File: config.mk
export PLATFORM = sky130hd
export DESIGN_NAME = dbuf_addr_seq
export DESIGN_NICKNAME = d
export VERILOG_FILES = /design/src/rtl/dbuf_seq_pkg.sv /design/src/rtl/dbuf_cfg_regs.sv /design/src/rtl/dbuf_walker.sv /design/src/rtl/dbuf_addr_seq.sv
export SDC_FILE = /design/constraint.sdc
export NUM_CORES = 1
export LEC_CHECK = 0
export BUFFER_PORTS_ARGS = -buffer_cell sky130_fd_sc_hd__buf_4
export CAP_MARGIN = 20
export CORE_MARGIN = 5
export CORE_UTILIZATION = 50
export CTS_CLUSTER_DIAMETER = 80
export DETAILED_ROUTE_END_ITERATION = 10
export GPL_ROUTABILITY_DRIVEN = 0
export GPL_TIMING_DRIVEN = 0
export PLACE_DENSITY = 0.75
export SLEW_MARGIN = 20
export SYNTH_ARGS = -nofsm -noshare
export SYNTH_HDL_FRONTEND = slang
export SYNTH_HIERARCHICAL = 1
export SYNTH_SLANG_ARGS = --single-unit
File: constraint.sdc
create_clock -name clk -period 2.65 [get_ports clk]
set_input_delay 0.53 -clock clk [delete_from_list [all_inputs] [get_ports clk]]
set_output_delay 0.53 -clock clk [all_outputs]
set_load 0.03 [all_outputs]
File: src/rtl/dbuf_seq_pkg.sv
package dbuf_seq_pkg;

  typedef enum logic [2:0] {
    SEL_CTRL  = 3'd0,
    SEL_BASE0 = 3'd1,
    SEL_BASE1 = 3'd2,
    SEL_COUNT = 3'd3,
    SEL_ERR   = 3'd4
  } cfg_sel_e;

  localparam int B_RUN   = 0;
  localparam int B_WRAP  = 1;
  localparam int B_PING  = 2;
  localparam int B_M2M   = 3;
  localparam int B_FIRST = 4;
  localparam int B_SZ_LO = 5;

  localparam int NUM_TGT = 2;

  typedef struct packed {
    logic       wrap;
    logic       ping;
    logic       m2m;
    logic [1:0] sz;
  } mode_t;

  function automatic logic [2:0] step_bytes(input logic [1:0] sz);
    case (sz)
      2'd0:    step_bytes = 3'd1;
      2'd1:    step_bytes = 3'd2;
      default: step_bytes = 3'd4;
    endcase
  endfunction

endpackage

File: src/rtl/dbuf_cfg_regs.sv
module dbuf_cfg_regs
  import dbuf_seq_pkg::*;
#(
  parameter int AW = 32,
  parameter int CW = 16
) (
  input  logic                           clk,
  input  logic                           rst_n,
  input  logic                           wr,
  input  logic [2:0]                     sel,
  input  logic [AW-1:0]                  wdata,
  input  logic                           cur_tgt,
  input  logic                           run_done,
  output logic                           run,
  output mode_t                          mode,
  output logic                           start,
  output logic                           start_tgt,
  output logic [NUM_TGT-1:0][AW-1:0]     base,
  output logic [CW-1:0]                  cnt,
  output logic                           err
);

  logic                 run_q;
  mode_t                mode_q;
  logic [CW-1:0]        cnt_q;
  logic                 err_q;
  logic [NUM_TGT-1:0]   blk_vec;
  logic                 ctrl_wr;
  logic                 ping_ok;

  assign ctrl_wr   = wr && (sel == SEL_CTRL);
  assign ping_ok   = wdata[B_PING] & wdata[B_WRAP] & ~wdata[B_M2M];
  assign start     = ctrl_wr & wdata[B_RUN] & ~run_q;
  assign start_tgt = ping_ok & wdata[B_FIRST];

  always_ff @(posedge clk or negedge rst_n) begin
    if (!rst_n) begin
      run_q  <= 1'b0;
      mode_q <= '0;
    end else begin
      if (run_done) run_q <= 1'b0;
      if (ctrl_wr) begin
        run_q <= wdata[B_RUN];
        if (!run_q) begin
          mode_q.wrap <= wdata[B_WRAP];
          mode_q.ping <= ping_ok;
          mode_q.m2m  <= wdata[B_M2M];
          mode_q.sz   <= wdata[B_SZ_LO+1:B_SZ_LO];
        end
      end
    end
  end

  always_ff @(posedge clk or negedge rst_n) begin
    if (!rst_n) cnt_q <= '0;
    else if (wr && (sel == SEL_COUNT)) cnt_q <= wdata[CW-1:0];
  end

  always_ff @(posedge clk or negedge rst_n) begin
    if (!rst_n) err_q <= 1'b0;
    else if (|blk_vec) err_q <= 1'b1;
    else if (wr && (sel == SEL_ERR) && wdata[0]) err_q <= 1'b0;
  end

  for (genvar g = 0; g < NUM_TGT; g++) begin : g_base
    logic [AW-1:0] base_r;
    logic          hit;
    assign hit        = wr && (sel == 3'(int'(SEL_BASE0) + g));
    assign blk_vec[g] = hit && run_q && (cur_tgt == 1'(g));
    always_ff @(posedge clk or negedge rst_n) begin
      if (!rst_n) base_r <= '0;
      else if (hit && !blk_vec[g]) base_r <= wdata;
    end
    assign base[g] = base_r;
  end

  assign run  = run_q;
  assign mode = mode_q;
  assign cnt  = cnt_q;
  assign err  = err_q;

endmodule

File: src/rtl/dbuf_walker.sv
module dbuf_walker
  import dbuf_seq_pkg::*;
#(
  parameter int AW = 32,
  parameter int CW = 16
) (
  input  logic                       clk,
  input  logic                       rst_n,
  input  logic                       start,
  input  logic                       start_tgt,
  input  logic [NUM_TGT-1:0][AW-1:0] base,
  input  logic [CW-1:0]              cnt,
  input  mode_t                      mode,
  input  logic                       fire,
  output logic [AW-1:0]              addr,
  output logic                       tgt,
  output logic                       sw,
  output logic                       done
);

  logic [AW-1:0] addr_q;
  logic [CW-1:0] rem_q;
  logic          tgt_q;
  logic          sw_q;
  logic          last;
  logic [AW-1:0] step;

  assign last = (rem_q <= CW'(1));
  assign step = AW'(step_bytes(mode.sz));
  assign done = fire && last && !mode.wrap;

  always_ff @(posedge clk or negedge rst_n) begin
    if (!rst_n) begin
      addr_q <= '0;
      rem_q  <= '0;
      tgt_q  <= 1'b0;
      sw_q   <= 1'b0;
    end else begin
      sw_q <= 1'b0;
      if (start) begin
        tgt_q  <= start_tgt;
        addr_q <= base[start_tgt];
        rem_q  <= cnt;
      end else if (fire) begin
        if (last) begin
          rem_q <= cnt;
          if (mode.ping) begin
            tgt_q  <= ~tgt_q;
            addr_q <= base[~tgt_q];
            sw_q   <= 1'b1;
          end else begin
            addr_q <= base[tgt_q];
          end
        end else begin
          addr_q <= addr_q + step;
          rem_q  <= rem_q - CW'(1);
        end
      end
    end
  end

  assign addr = addr_q;
  assign tgt  = tgt_q;
  assign sw   = sw_q;

endmodule

File: src/rtl/dbuf_addr_seq.sv
module dbuf_addr_seq
  import dbuf_seq_pkg::*;
#(
  parameter int AW = 32,
  parameter int CW = 16
) (
  input  logic          clk,
  input  logic          rst_n,
  input  logic          cfg_wr,
  input  logic [2:0]    cfg_sel,
  input  logic [AW-1:0] cfg_wdata,
  input  logic          beat_valid,
  output logic          beat_ready,
  output logic [AW-1:0] addr_o,
  output logic          cur_tgt,
  output logic          sw_pulse,
  output logic          run_o,
  output logic          dbuf_on,
  output logic          err_o
);

  logic                       run;
  mode_t                      mode;
  logic                       start;
  logic                       start_tgt;
  logic [NUM_TGT-1:0][AW-1:0] base;
  logic [CW-1:0]              cnt;
  logic                       err;
  logic                       fire;
  logic                       done;
  logic                       tgt;

  assign fire = beat_valid && run;

  dbuf_cfg_regs #(.AW(AW), .CW(CW)) u_cfg (
    .clk(clk), .rst_n(rst_n), .wr(cfg_wr), .sel(cfg_sel), .wdata(cfg_wdata),
    .cur_tgt(tgt), .run_done(done), .run(run), .mode(mode), .start(start),
    .start_tgt(start_tgt), .base(base), .cnt(cnt), .err(err)
  );

  dbuf_walker #(.AW(AW), .CW(CW)) u_walk (
    .clk(clk), .rst_n(rst_n), .start(start), .start_tgt(start_tgt),
    .base(base), .cnt(cnt), .mode(mode), .fire(fire),
    .addr(addr_o), .tgt(tgt), .sw(sw_pulse), .done(done)
  );

  assign beat_ready = run;
  assign cur_tgt    = tgt;
  assign run_o      = run;
  assign dbuf_on    = mode.ping;
  assign err_o      = err;

endmodule

After elaboration in Yosys (flattened, before gate mapping) --
Cells that the tools add are included.
Storage, ports and cells: register bits 136, latch bits 0, bits in writable memories 0, ROM bits 0, input port bits 39, output and inout bits 38, word-level logic and storage cells 85, memories 0
Cells by class: add/sub/neg operators 2, multiply operators 0, div/mod/pow operators 0, $lt $le $gt $ge 4, eq/ne operators 5, shift-type cells 0, muxes and demuxes 26, bitwise logic cells 8, reductions and logical operators 28
Operator list (number):
- two-way mux 32 bit | 10
- two-way mux 16 bit | 3
- adder 32 x 3 -> 32 bit | 1
- less-or-equal comparator 16 x 1 -> 1 bit (second input constant) | 1
- subtractor 16 x 1 -> 16 bit (second input constant) | 1
- logical AND 1 bit | 15
- two-way mux 1 bit | 12
- nonzero test 2 bit | 5
- == test 3 x 2 -> 1 bit (second input constant) | 2
- < comparator 1 x 2 -> 1 bit (second input constant) | 3
- case mux 3 bit (2 select lines) | 1
- bitwise AND 1 bit | 5
- == test 3 x 1 -> 1 bit (second input constant) | 1
- == test 3 bit (second input constant) | 1
- logical NOT 1 bit | 3
- logical NOT 3 bit | 1
- NOT 1 bit | 3
- AND reduction 3 bit | 1
- == test 2 x 1 -> 1 bit (second input constant) | 1
- logical NOT 2 bit | 1
- AND reduction 2 bit | 1
- OR reduction 2 bit | 1

Logic depth before layout (Yosys ltp) --
Gate-level depths: netlist of run 1.
depth after elaboration 7, mapped depth 13, mapped depth without buffers 9

By module --
The synthesis of run 1 kept the hierarchy.
By module, submodules not included:
- dbuf_walker | times used 1, cells each 525, area each 4383.0 µm², sequential area each 1251.2 µm²
- dbuf_cfg_regs | times used 1, cells each 202, area each 3443.3 µm², sequential area each 2177.1 µm²
- dbuf_addr_seq | times used 1, cells each 2, area each 13.8 µm², sequential area each 0.0 µm²

Worst setup path after synthesis of run 1 --
OpenSTA, ideal clock, no wires.
path kind in2reg, start point input port cfg_wr, end point register u_walk.rem_q[11], library setup time 0.129 ns, arrival 2.614 ns, required time 2.521 ns, slack -0.093 ns, stages on the path 13, buffers on the path 6, cell sequence nor2b_2 > buf_4 > and3b_1 > clkbuf_1 > and2_1 > clkbuf_1 > inv_1 > clkbuf_1 > nand2_1 > clkbuf_1 > clkbuf_1 > o21ai_0 > o2bb2ai_1
On the way: cells in the longest elaborated chain, start to end 4, elaborated cells between the ends (all ways) 5, those cells by class mux (1); bitwise (2); reduce/logical (2)
Ends and longest elaborated chain:
- start, declared | line dbuf_addr_seq.sv:9 | input logic cfg_wr,
- logical AND 1 bit * | line dbuf_cfg_regs.sv:31 | assign ctrl_wr = wr && (sel == SEL_CTRL);
- bitwise AND 1 bit * (2 in a row) | line dbuf_cfg_regs.sv:33 | assign start = ctrl_wr & wdata[B_RUN] & ~run_q;
- net start | line dbuf_addr_seq.sv:24 | logic start;
- two-way mux 16 bit or nonzero test 2 bit (tied branches)
- end signal, assigned | line dbuf_walker.sv:43 | rem_q <= cnt;
- end signal, assigned | line dbuf_walker.sv:46 | rem_q <= cnt;
- end signal, assigned | line dbuf_walker.sv:56 | rem_q <= rem_q - CW'(1);
- end, declared | line dbuf_walker.sv:22 | logic [CW-1:0] rem_q;
Mark *: on every way through the listed nets, which the timed path passes. The rest lies on a longest branch. A chain may end at the register's enable or synchronous reset.

Final worst setup path of run 1 --
start point register u_walk.rem_q[10], end point register u_walk.rem_q[12]
On the way: cells in the longest elaborated chain, start to end 4, elaborated cells between the ends (all ways) 5, those cells by class add/sub (1); order compare (1); mux (3)
Ends and longest elaborated chain:
- subtractor 16 x 1 -> 16 bit or less-or-equal comparator 16 x 1 -> 1 bit (tied branches) | line dbuf_walker.sv:56, dbuf_walker.sv:28
- two-way mux 16 bit * | line dbuf_walker.sv:45 | if (last) begin
- two-way mux 16 bit * | line dbuf_walker.sv:44 | end else if (fire) begin
- two-way mux 16 bit * | line dbuf_walker.sv:40 | if (start) begin
Mark *: on every way between the ends. The rest lies on a longest branch, timed or not. The select of a mux whose other input is x is not followed.

==> impl_results.md, run 1 <==
* Status: finished, final reports clean
* Setup TNS at 0 ns
* PD cells at 894 mW/mm²
* Max-slew violation count at 0
* Top sig layer: met4
* Reg clk slew, reported paths at 0.06 ns
* Final core utilization at 0.613
* Clock share of power at 0.265
* Layout cells sized above 1 at 0.304
* Gate power share at 0.332
* H-tree depth at 4
* WL met1 at 9.89 mm
* Clk root buf: clkbuf_16
* Register area at 0.00340 mm²
* Cts bufs inserted at 17
* Ys Warns at 6
* Clock Sinks at 136
* Post-route ant nets at 0
* Setup Viol. Count Final at 0
* Area occupied by multi-input gates at 0.00413 mm²
* Worst min-delay path class: primary input to asynchronous set/reset pin
* Ant. Diodes at 0
* Sequential share of power at 0.403
* Average cell area after synthesis at 10.7 µm²
* Remaining Overflow, GRT at 0
* Placed Area at 0.00867 mm²
* DRT Wirelength at 22.8 mm
* I/O pin cnt at 77
* Crit start category: register
* Crit Path Class: register to register
* Setup ws final at 0.0441 ns
* Routed len/inst at 21.7 µm
* Final Critical Period at 2.61 ns
* # port buffers at 76
* Post-route DRC violation count at 0
* Initial core utilization at 0.511
* # nets final at 869
* Worst IR Drop VDD at 0.592 mV
* Post-route cell area at 0.00935 mm²
* Die X at 135 µm
* Design Power at 8.35 mW
* Hpwl dp at 15.7 mm
* Placeable Area at 0.0153 mm²
* Post-Place Setup Slack at -0.884 ns
* Layout area overhead at 19.8%
* Most frequent cells in the layout: dfrtp_1, buf_4, mux2i_1
* Switching pwr at 3.08 mW
* Gr usage total at 0.253
* Max-slew headroom at 0.364
* Vias in the first global route at 6365
* Worst Max-Slew Pin Slew at 0.954 ns
* Max cap viols at 0
* CTS tree: yes
* Drt via density at 6.25
* DR WL met2 at 10.3 mm
* CP max FO at 8
* Die ar. at 0.0182 mm²
* Hold Vio Cnt, Final at 0
* Setup crit end kind: register
* # rows at 45
* Die Height at 135 µm
* Fin crit share at 0.983
* Vias at 6542
* Clock Tree Buf Depth at 2
* Syn Nets at 772
* Drt first pass iters at 5
* Pleak at 3.91 nW
* Clock Skew at 0.0114 ns
* Sw Share at 0.369
* Latest clock arrival within the worst-skew pair at 0.42 ns
* Synth Instances at 727
* Met3 WL at 2.08 mm
* Fill cells at 1298
* Fmax at 384 MHz
* Largest net degree at the start of global routing at 83
* CP required at 2.96 ns
* Arrival time at the worst endpoint at 2.91 ns
* Initial antenna violation count at 0
* P_int at 5.27 mW
* Commonest non-fill, non-tap cell in the layout: dfrtp_1
* First-pass GRT wire length at 35.8 mm
* DR iter-0 viols at 735
* Synthesized cell area at 0.00780 mm²
## routing by layer
| layer | vias to the layer above | track usage |
|---|---|---|
| met3 | 47 | 0.0637 |
| li1 | 2938 | - |
| met2 | 337 | 0.381 |
| met5 | - | 0 |
| met1 | 3220 | 0.358 |
| met4 | 0 | 0.0879 |
## state kept, by name (all words and copies together) (netlist names)
| register | flops |
|---|---|
| u_walk/tgt | 1 |
| u_walk/addr | 32 |
| u_cfg/mode | 4 |
| u_walk/sw | 1 |
| u_walk/rem_q | 16 |
| u_cfg/err | 1 |
| u_cfg/run | 1 |
| u_cfg/g_base.base_r | 64 |
| u_cfg/cnt | 16 |
## final timing paths
| kind | start | slack (ns) | cells past startpoint | endpoint |
|---|---|---|---|---|
| max | u_walk/rem_q[10]$_DFFE_PN0P_ | 0.04 | 8 | u_walk/rem_q[12]$_DFFE_PN0P_ |
| min | rst_n | 0.03 | 1 | u_cfg/cnt[2]$_DFFE_PN0P_ |
| max reg2reg | u_walk/rem_q[10]$_DFFE_PN0P_ | 0.04 | 8 | u_walk/rem_q[12]$_DFFE_PN0P_ |
| min reg2reg | u_walk/rem_q[11]$_DFFE_PN0P_ | 0.50 | 1 | u_walk/rem_q[11]$_DFFE_PN0P_ |
| max in group asynchronous | rst_n | 1.87 | 2 | u_cfg/g_base[0].base_r[10]$_DFFE_PN0P_ |
| min in group clk | cfg_wdata[16] | 0.34 | 2 | u_cfg/g_base[0].base_r[16]$_DFFE_PN0P_ |
## power by group through the flow
stage / logic, mW / clock network (mW) / registers, mW
after global placement: 2.61 / 0 / 3.36
after global routing: 2.99 / 2.33 / 3.46
after CTS: 2.69 / 2.24 / 3.35
after detailed placement: 2.66 / 0 / 3.37
final: 2.78 / 2.21 / 3.37
after floorplan: 1.46 / 0 / 3.58
## worst max-delay path, cell delays in order, from the launching register on
cell,delay (ns)
dfrtp_1,0.39
or4_1,0.53
buf_4,0.18
or4_4,0.42
buf_6,0.16
o21ai_4,0.25
buf_12,0.16
nor4_1,0.05
a311o_1,0.33
## stage by stage
| step | cells | hold slack, ns |
|---|---|---|
| 2_1_floorplan | 727 | 0.234 |
| 3_3_place_gp | 1014 | 0.477 |
| 3_5_place_dp | 1015 | 0.478 |
| 4_1_cts | 1046 | 0.0362 |
| 5_1_grt | 1047 | 0.0631 |
| 6_report | 1047 | 0.0307 |
## what timing repair did
action	in CTS	in global routing
buffers inserted	1	4
resized for setup	11	36
pin swaps	1	2
hold buffers	0	0
endpoints found under the hold margin	0	0
endpoints found under the setup margin	49	44
## final cells by class
cell class	count	area share
Inverter	14	0.00562
Timing Repair Buffer	82	0.0701
Clock inverter	7	0.00455
Sequential cell	136	0.364
Tap cell	211	0.0282
Multi-Input combinational cell	523	0.442
Buffer	50	0.0305
Clock buffer	24	0.0547
Power figures use the tool's default switching activity.
==> run 2: changes to the inputs <==
--- a/config.mk
+++ b/config.mk
@@ -7,7 +7,7 @@
 export LEC_CHECK = 0
 export BUFFER_PORTS_ARGS = -buffer_cell sky130_fd_sc_hd__buf_4
 export CAP_MARGIN = 20
-export CORE_MARGIN = 5
+export CORE_MARGIN = 1
 export CORE_UTILIZATION = 50
 export CTS_CLUSTER_DIAMETER = 80
 export DETAILED_ROUTE_END_ITERATION = 10
==> run 2 against run 1 <==
  * Non-clock buffer count fell by 3
  * Total power rose by 3.1%
  * Critical endpoint is now u_walk/addr[9]$_DFFE_PN0P_
  * Cell area rose by 0.25%
  * Setup slack improved by 0.017 ns
  * Count of clock-buffer cells in the layout fell by 1
  * First-iteration DRC count rose by 7.1%
  * Critical path depth fell by 2
  * Worst hold slack improved by 0.30 ns
==> impl_results.md, run 2 (synthesis gave the netlist of run 1 again) <==
* DR iter-0 viols at 787 (was 735)
* Worst min-delay path class: primary input to register (was primary input to asynchronous set/reset pin)
* CP required at 2.93 ns (was 2.96 ns)
* Die ar. at 0.0161 mm² (was 0.0182 mm²)
* Crit Path Class: register to register (unchanged)
* Drt first pass iters at 5 (unchanged)
* Sequential share of power at 0.393 (was 0.403)
* # port buffers at 76 (unchanged)
* Clock Skew at 0.0110 ns (was 0.0114 ns)
* CP max FO at 10 (was 8)
* Max-slew headroom at 0.366 (was 0.364)
* Reg2reg setup slack at 0.06 ns (was 0.04 ns)
* Final cell count without fillers at 1021 (was 1047)
* Crit start category: register (unchanged)
* Max-slew violation count at 0 (unchanged)
* Placeable Area at 0.0152 mm² (was 0.0153 mm²)
* # nets final at 866 (was 869)
* P_int at 5.51 mW (was 5.27 mW)
* DR WL met2 at 10.3 mm (about the same)
* Hpwl dp at 15.5 mm (was 15.7 mm)
* Delay-heaviest family, CP: simple AND/OR/NAND/NOR gates (unchanged)
* Vias in the first global route at 6352 (was 6365)
* Design Power at 8.61 mW (was 8.35 mW)
* Initial core utilization at 0.513 (was 0.511)
* Reg clk slew, reported paths at 0.06 ns (about the same)
* Layout cells sized above 1 at 0.306 (was 0.304)
* R2R depth at 6 (was 8)
* Placed cells at 992 (was 1015)
* Clock Tree Buf Depth at 2 (unchanged)
* Clock Sinks at 136 (unchanged)
* Worst Hold End: u_cfg/g_base[0].base_r[16]$_DFFE_PN0P_
* Status: finished, final reports clean (unchanged)
* Commonest non-fill, non-tap cell in the layout: dfrtp_1 (unchanged)
* Max FFs per register at 64 (unchanged)
* PD cells at 919 mW/mm² (was 894 mW/mm²)
* Fmax at 386 MHz (was 384 MHz)
* Latest clock arrival within the worst-skew pair at 0.43 ns (was 0.42 ns)
* Setup crit end kind: register (unchanged)
* Final Critical Period at 2.59 ns (was 2.61 ns)
* RSZ-0062 raised after global routing: yes
* Initial antenna violation count at 0 (unchanged)
* Switching pwr at 3.11 mW (was 3.08 mW)
* # rows at 45 (unchanged)
* CP max stage delay at 0.65 ns (was 0.53 ns)
* Gr usage total at 0.293 (was 0.253)
* Arrival time at the worst endpoint at 2.87 ns (was 2.91 ns)
* Hold Vio Cnt, Final at 0 (unchanged)
* Fin crit share at 0.977 (was 0.983)
* CP max stage cell: or4_1 (unchanged)
* FF-to-FF End: u_walk/addr[9]$_DFFE_PN0P_ (was u_walk/rem_q[12]$_DFFE_PN0P_)
* Met3 WL at 1.92 mm (was 2.08 mm)
* Remaining Overflow, GRT at 0 (unchanged)
* WHS Path Cells at 2
* H-tree depth at 4 (unchanged)
* I/O pin cnt at 77 (unchanged)
* Cts bufs inserted at 17 (unchanged)
* Max cap viols at 0 (unchanged)
* Die X at 127 µm (was 135 µm)
* Clk root buf: clkbuf_16 (unchanged)
* Routed len/inst at 22.2 µm (was 21.7 µm)
* DRT Wirelength at 22.6 mm (was 22.8 mm)
* CTS tree: yes (unchanged)
* Sw Share at 0.361 (was 0.369)
* Ant. Diodes at 0 (unchanged)
* Setup crit start: u_walk/rem_q[6]$_DFFE_PN0P_ (was u_walk/rem_q[10]$_DFFE_PN0P_)
* Worst path cell trace: or4_1 -> nor3_4 -> nand2_1 -> clkbuf_1 -> nor2_1 -> a221oi_1 (was or4_1 -> buf_4 -> or4_4 -> buf_6 -> o21ai_4 -> buf_12 -> nor4_1 -> a311o_1)
* Most frequent cells in the layout: dfrtp_1, buf_4, mux2i_1 (unchanged)
* Worst Max-Slew Pin Slew at 0.952 ns (was 0.954 ns)
* Gate power share at 0.320 (was 0.332)
* WL met1 at 9.84 mm (was 9.89 mm)
* Post-route DRC violation count at 0 (unchanged)
* Setup Viol. Count Final at 0 (unchanged)
* Worst IR Drop VDD at 0.533 mV (was 0.592 mV)
* Layout area overhead at 20.1% (was 19.8%)
* Top sig layer: met4 (unchanged)
* Largest Register: u_cfg/g_base.base_r (unchanged)
* Clock share of power at 0.287 (was 0.265)
* Die Height at 127 µm (was 135 µm)
* Fill cells at 1262 (was 1298)
* Hold_sp: cfg_wdata[16]
* Largest net degree at the start of global routing at 99 (was 83)
* Buf/Inv on CP at 1 (was 3)
* Worst r2r src: u_walk/rem_q[6]$_DFFE_PN0P_ (was u_walk/rem_q[10]$_DFFE_PN0P_)
* Pleak at 3.93 nW (was 3.91 nW)
* Drt via density at 6.45 (was 6.25)
* Vias at 6588 (was 6542)
* Post-route ant nets at 0 (unchanged)
* First-pass GRT wire length at 35.7 mm (was 35.8 mm)
[run 2: worst max-delay path by stage]
stage / slack [ns] / end / cells past startpoint
final: 0.06 / u_walk/addr[9]$_DFFE_PN0P_ / 6
after global routing: -0.03 / u_walk/addr[10]$_DFFE_PN0P_ / 7
after CTS: 0.004 / u_walk/rem_q[3]$_DFFE_PN0P_ / 7
after detailed placement: -0.94 / u_walk/rem_q[3]$_DFFE_PN0P_ / 13
after global placement: -0.92 / u_walk/rem_q[6]$_DFFE_PN0P_ / 13
after floorplan: 0.03 / u_walk/rem_q[11]$_DFFE_PN0P_ / 13
[run 2: final cells by class]
class                   count  area [µm²]  area share
plain buffers              49         279      0.0298
clock buffers              23         498      0.0531
clock inverters             8         118      0.0126
inverters                  14        56.3     0.00601
multi-input cells         523        4150       0.443
flip-flops and latches    136        3400       0.363
well taps                 188         235      0.0251
repair buffers             80         631      0.0673
[run 2: metrics by stage]
stage / cell area, µm² / worst slack (ns) / hold WS, ns / TNS [ns] / util
2_1_floorplan: 7800 / 0.0280 / 0.234 / 0 / -
3_3_place_gp: 8610 / -0.923 / 0.480 / -29.99 / 0.566
3_5_place_dp: 8650 / -0.936 / 0.429 / -31.48 / 0.569
4_1_cts: 9300 / 0.00389 / 0.317 / 0 / 0.612
5_1_grt: 9370 / -0.0332 / 0.325 / -0.0825 / 0.616
6_report: 9370 / 0.0608 / 0.334 / 0 / 0.616
[run 2: metal layers]
layer / vias to the layer above / track usage
li1: 2920 / -
met1: 3235 / 0.410
met2: 378 / 0.444
met3: 55 / 0.0637
met4: 0 / 0.112
met5: - / 0
[run 2: timing repair]
| action | CTS | global route |
|---|---|---|
| endpoints found under the hold margin | 38 | 0 |
| setup endpoints to repair | 49 | 43 |
| resized for setup | 15 | 27 |
| hold buffers | 1 | 0 |
| setup buffers | 0 | 2 |
| pin swaps | 0 | 2 |
| gates cloned | 0 | 0 |
[run 2: worst register-to-register path: stages (launching register included)]
cell and delay (ns):
dfrtp_1 0.42, or4_1 0.65, nor3_4 0.35, nand2_1 0.14, clkbuf_1 0.30, nor2_1 0.41
a221oi_1 0.16
[run 2: power groups by stage]
stage	Combinational [mW]	Sequential (mW)	Clock (mW)
2_1_floorplan	1.46	3.58	0
3_3_place_gp	2.59	3.36	0
3_5_place_dp	2.67	3.38	0
4_1_cts	2.70	3.36	2.51
5_1_grt	2.95	3.47	2.59
6_report	2.76	3.38	2.47
==> run 3: changes to the inputs <==
--- a/config.mk
+++ b/config.mk
@@ -5,9 +5,8 @@
 export SDC_FILE = /design/constraint.sdc
 export NUM_CORES = 1
 export LEC_CHECK = 0
-export BUFFER_PORTS_ARGS = -buffer_cell sky130_fd_sc_hd__buf_4
+export BUFFER_PORTS_ARGS = -buffer_cell sky130_fd_sc_hd__buf_2
 export CAP_MARGIN = 20
-export CORE_MARGIN = 1
 export CORE_UTILIZATION = 50
 export CTS_CLUSTER_DIAMETER = 80
 export DETAILED_ROUTE_END_ITERATION = 10
==> run 3 against run 2 <==
  * Cell area down 1.7%
  * Critical path depth grew 2
  * Fmax up 0.31%
  * Wire length down 1.3%
  * First-iteration DRC count rose by 0.25%
  * Count of clock-buffer cells in the layout is 1 higher
  * Combinational power fell by 5%
  * Highest routed layer unchanged
==> impl_results.md, run 3 (synthesis gave the netlist of run 1 again) <==
* # port buffers at 76 (unchanged)
* Final cell count without fillers at 1023 (was 1021)
* Hpwl dp at 15.3 mm (was 15.5 mm)
* Initial antenna violation count at 0 (unchanged)
* Setup Viol. Count Final at 0 (unchanged)
* Gate power share at 0.302 (was 0.320)
* FF-to-FF End: u_walk/addr[9]$_DFFE_PN0P_ (unchanged)
* Post-Place Setup Slack at -0.886 ns (was -0.936 ns)
* RSZ-0062 raised after global routing: no (was yes)
* Post-route ant nets at 0 (unchanged)
* Vias in the first global route at 6264 (was 6352)
* Layout cells sized above 1 at 0.301 (was 0.306)
* # rows at 45 (unchanged)
* WHS Path Cells at 2 (unchanged)
* Max-slew headroom at 0.393 (was 0.366)
* Reg clk slew, reported paths at 0.06 ns (about the same)
* Pleak at 3.91 nW (was 3.93 nW)
* GR met1 Demand/Resource at 0.420 (was 0.410)
* Design Power at 8.62 mW (was 8.61 mW)
* Die X at 127 µm (unchanged)
* I/O pin cnt at 77 (unchanged)
* Worst min-delay path class: primary input to register (unchanged)
* DR iter-0 viols at 789 (was 787)
* Max-slew violation count at 0 (unchanged)
* Worst Hold End: u_cfg/g_base[0].base_r[19]$_DFFE_PN0P_ (was u_cfg/g_base[0].base_r[16]$_DFFE_PN0P_)
* Cts bufs inserted at 17 (unchanged)
* Worst Max-Slew Pin Slew at 0.910 ns (was 0.952 ns)
* Layout area overhead at 18.1% (was 20.1%)
* Reg2reg setup slack at 0.07 ns (was 0.06 ns)
* Ant. Diodes at 0 (unchanged)
* Grt met2 use at 0.438 (was 0.444)
* Status: finished, final reports clean (unchanged)
* Drt via density at 6.42 (was 6.45)
* Clock share of power at 0.307 (was 0.287)
* Most frequent cells in the layout: dfrtp_1, buf_2, mux2i_1 (was dfrtp_1, buf_4, mux2i_1)
* CP max FO at 10 (unchanged)
* Worst IR Drop VDD at 0.607 mV (was 0.533 mV)
* Remaining Overflow, GRT at 0 (unchanged)
* DRT Wirelength at 22.3 mm (was 22.6 mm)
* CP required at 2.97 ns (was 2.93 ns)
* Die ar. at 0.0161 mm² (unchanged)
* Clock Tree Buf Depth at 2 (unchanged)
* Fin crit share at 0.974 (was 0.977)
* Max cap viols at 0 (unchanged)
* Vias at 6563 (was 6588)
* H-tree depth at 4 (unchanged)
* Arrival time at the worst endpoint at 2.90 ns (was 2.87 ns)
* Die Height at 127 µm (unchanged)
* PD cells at 935 mW/mm² (was 919 mW/mm²)
* Setup crit end kind: register (unchanged)
* Fill cells at 1236 (was 1262)
* Final core utilization at 0.606 (was 0.616)
* Final Critical Period at 2.58 ns (was 2.59 ns)
* Drt first pass iters at 5 (unchanged)
* Max FFs per register at 64 (unchanged)
* Grt met3 use at 0.0645 (was 0.0637)
* Gr usage total at 0.291 (was 0.293)
* Setup ws final at 0.0687 ns (was 0.0608 ns)
* Latest clock arrival within the worst-skew pair at 0.42 ns (was 0.43 ns)
* P_int at 5.55 mW (was 5.51 mW)
* Largest Register: u_cfg/g_base.base_r (unchanged)
* Placed cells at 992 (unchanged)
* Switching pwr at 3.07 mW (was 3.11 mW)
* Placed Area at 0.00846 mm² (was 0.00865 mm²)
* Clk root buf: clkbuf_16 (unchanged)
* Sequential share of power at 0.390 (was 0.393)
* Clock Skew at 0.00848 ns (was 0.0110 ns)
* # nets final at 867 (was 866)
* Commonest non-fill, non-tap cell in the layout: dfrtp_1 (unchanged)
* First-pass GRT wire length at 35.6 mm (was 35.7 mm)
* Post-route DRC violation count at 0 (unchanged)
* Most used routing layer: met2 (unchanged)
* Sw Share at 0.356 (was 0.361)
* Initial core utilization at 0.513 (unchanged)
* Minimum hold slack at 0.344 ns (was 0.334 ns)
* Post-route cell area at 0.00921 mm² (was 0.00937 mm²)
* Placeable Area at 0.0152 mm² (unchanged)
* Fmax at 387 MHz (was 386 MHz)
* Crit start category: register (unchanged)
* Setup TNS at 0 ns (unchanged)
* Hold_sp: cfg_wdata[19] (was cfg_wdata[16])
* R2R depth at 8 (was 6)
* Routed len/inst at 21.8 µm (was 22.2 µm)
* Hold Vio Cnt, Final at 0 (unchanged)
* Clock Sinks at 136 (unchanged)
* Largest net degree at the start of global routing at 98 (was 99)
* Worst r2r src: u_walk/rem_q[10]$_DFFE_PN0P_ (was u_walk/rem_q[6]$_DFFE_PN0P_)
* Crit Path Class: register to register (unchanged)
* CTS tree: yes (unchanged)
[run 3: cell types whose count changed in the layout (fill, tap and decap cells not counted), sizes merged]
cell / previous run / this run
clkinvlp: 2 / 0
inv: 13 / 14
bufinv: 3 / 5
clkinv: 4 / 3
buf: 99 / 101
[run 3: cell type report]
| cell class | instances | area, µm² | share of cell area |
|---|---|---|---|
| Multi-Input combinational cell | 523 | 4120 | 0.448 |
| Sequential cell | 136 | 3400 | 0.369 |
| Clock buffer | 24 | 492 | 0.0534 |
| Timing Repair Buffer | 80 | 455 | 0.0494 |
| Buffer | 50 | 285 | 0.0310 |
| Tap cell | 188 | 235 | 0.0255 |
| Clock inverter | 8 | 165 | 0.0179 |
| Inverter | 14 | 52.6 | 0.00570 |
[run 3: worst max-delay path, stage by stage (launching register included)]
cell and delay, ns:
dfrtp_1 0.40, or4_1 0.51, buf_2 0.17, or4_1 0.44, buf_6 0.17, nor2_4 0.12
buf_6 0.18, nor2_1 0.16, a221oi_1 0.32
[run 3: per-layer routing]
layer  up-vias  share of wire  routed length (µm)
met1      3247           0.45                9960
li1       2922              -                   -
met5         -              0                   0
met2       369           0.45               10200
met3        25          0.082                1840
met4         0          0.017                 390
[run 3: how the worst max path moves through the flow]
stage | start | end | cells after the start
final | u_walk/rem_q[10]$_DFFE_PN0P_ | u_walk/addr[9]$_DFFE_PN0P_ | 8
after global routing | u_walk/addr[2]$_DFFE_PN0P_ | u_walk/addr[23]$_DFFE_PN0P_ | 7
after CTS | u_walk/rem_q[6]$_DFFE_PN0P_ | u_walk/rem_q[11]$_DFFE_PN0P_ | 7
after detailed placement | cfg_sel[1] | u_walk/rem_q[11]$_DFFE_PN0P_ | 13
after global placement | rst_n | u_cfg/cnt[2]$_DFFE_PN0P_ | 1
after floorplan | cfg_wr | u_walk/rem_q[11]$_DFFE_PN0P_ | 13
[run 3: power groups by stage]
stage	clock network, mW	registers (mW)	logic [mW]
floorplan	0	3.58	1.46
global placement	0	3.34	2.46
detailed placement	0	3.36	2.52
CTS	2.67	3.34	2.56
global route	2.77	3.46	2.81
finish	2.65	3.36	2.61
[run 3: what timing repair did]
item / 4_1_cts / 5_1_grt
setup buffers: 0 / 2
resized for setup: 14 / 35
hold buffers: 1 / 0
cloned: 0 / 0
pin swaps: 0 / 2
hold endpoints to repair: 39 / 0
endpoints found under the setup margin: 49 / 43
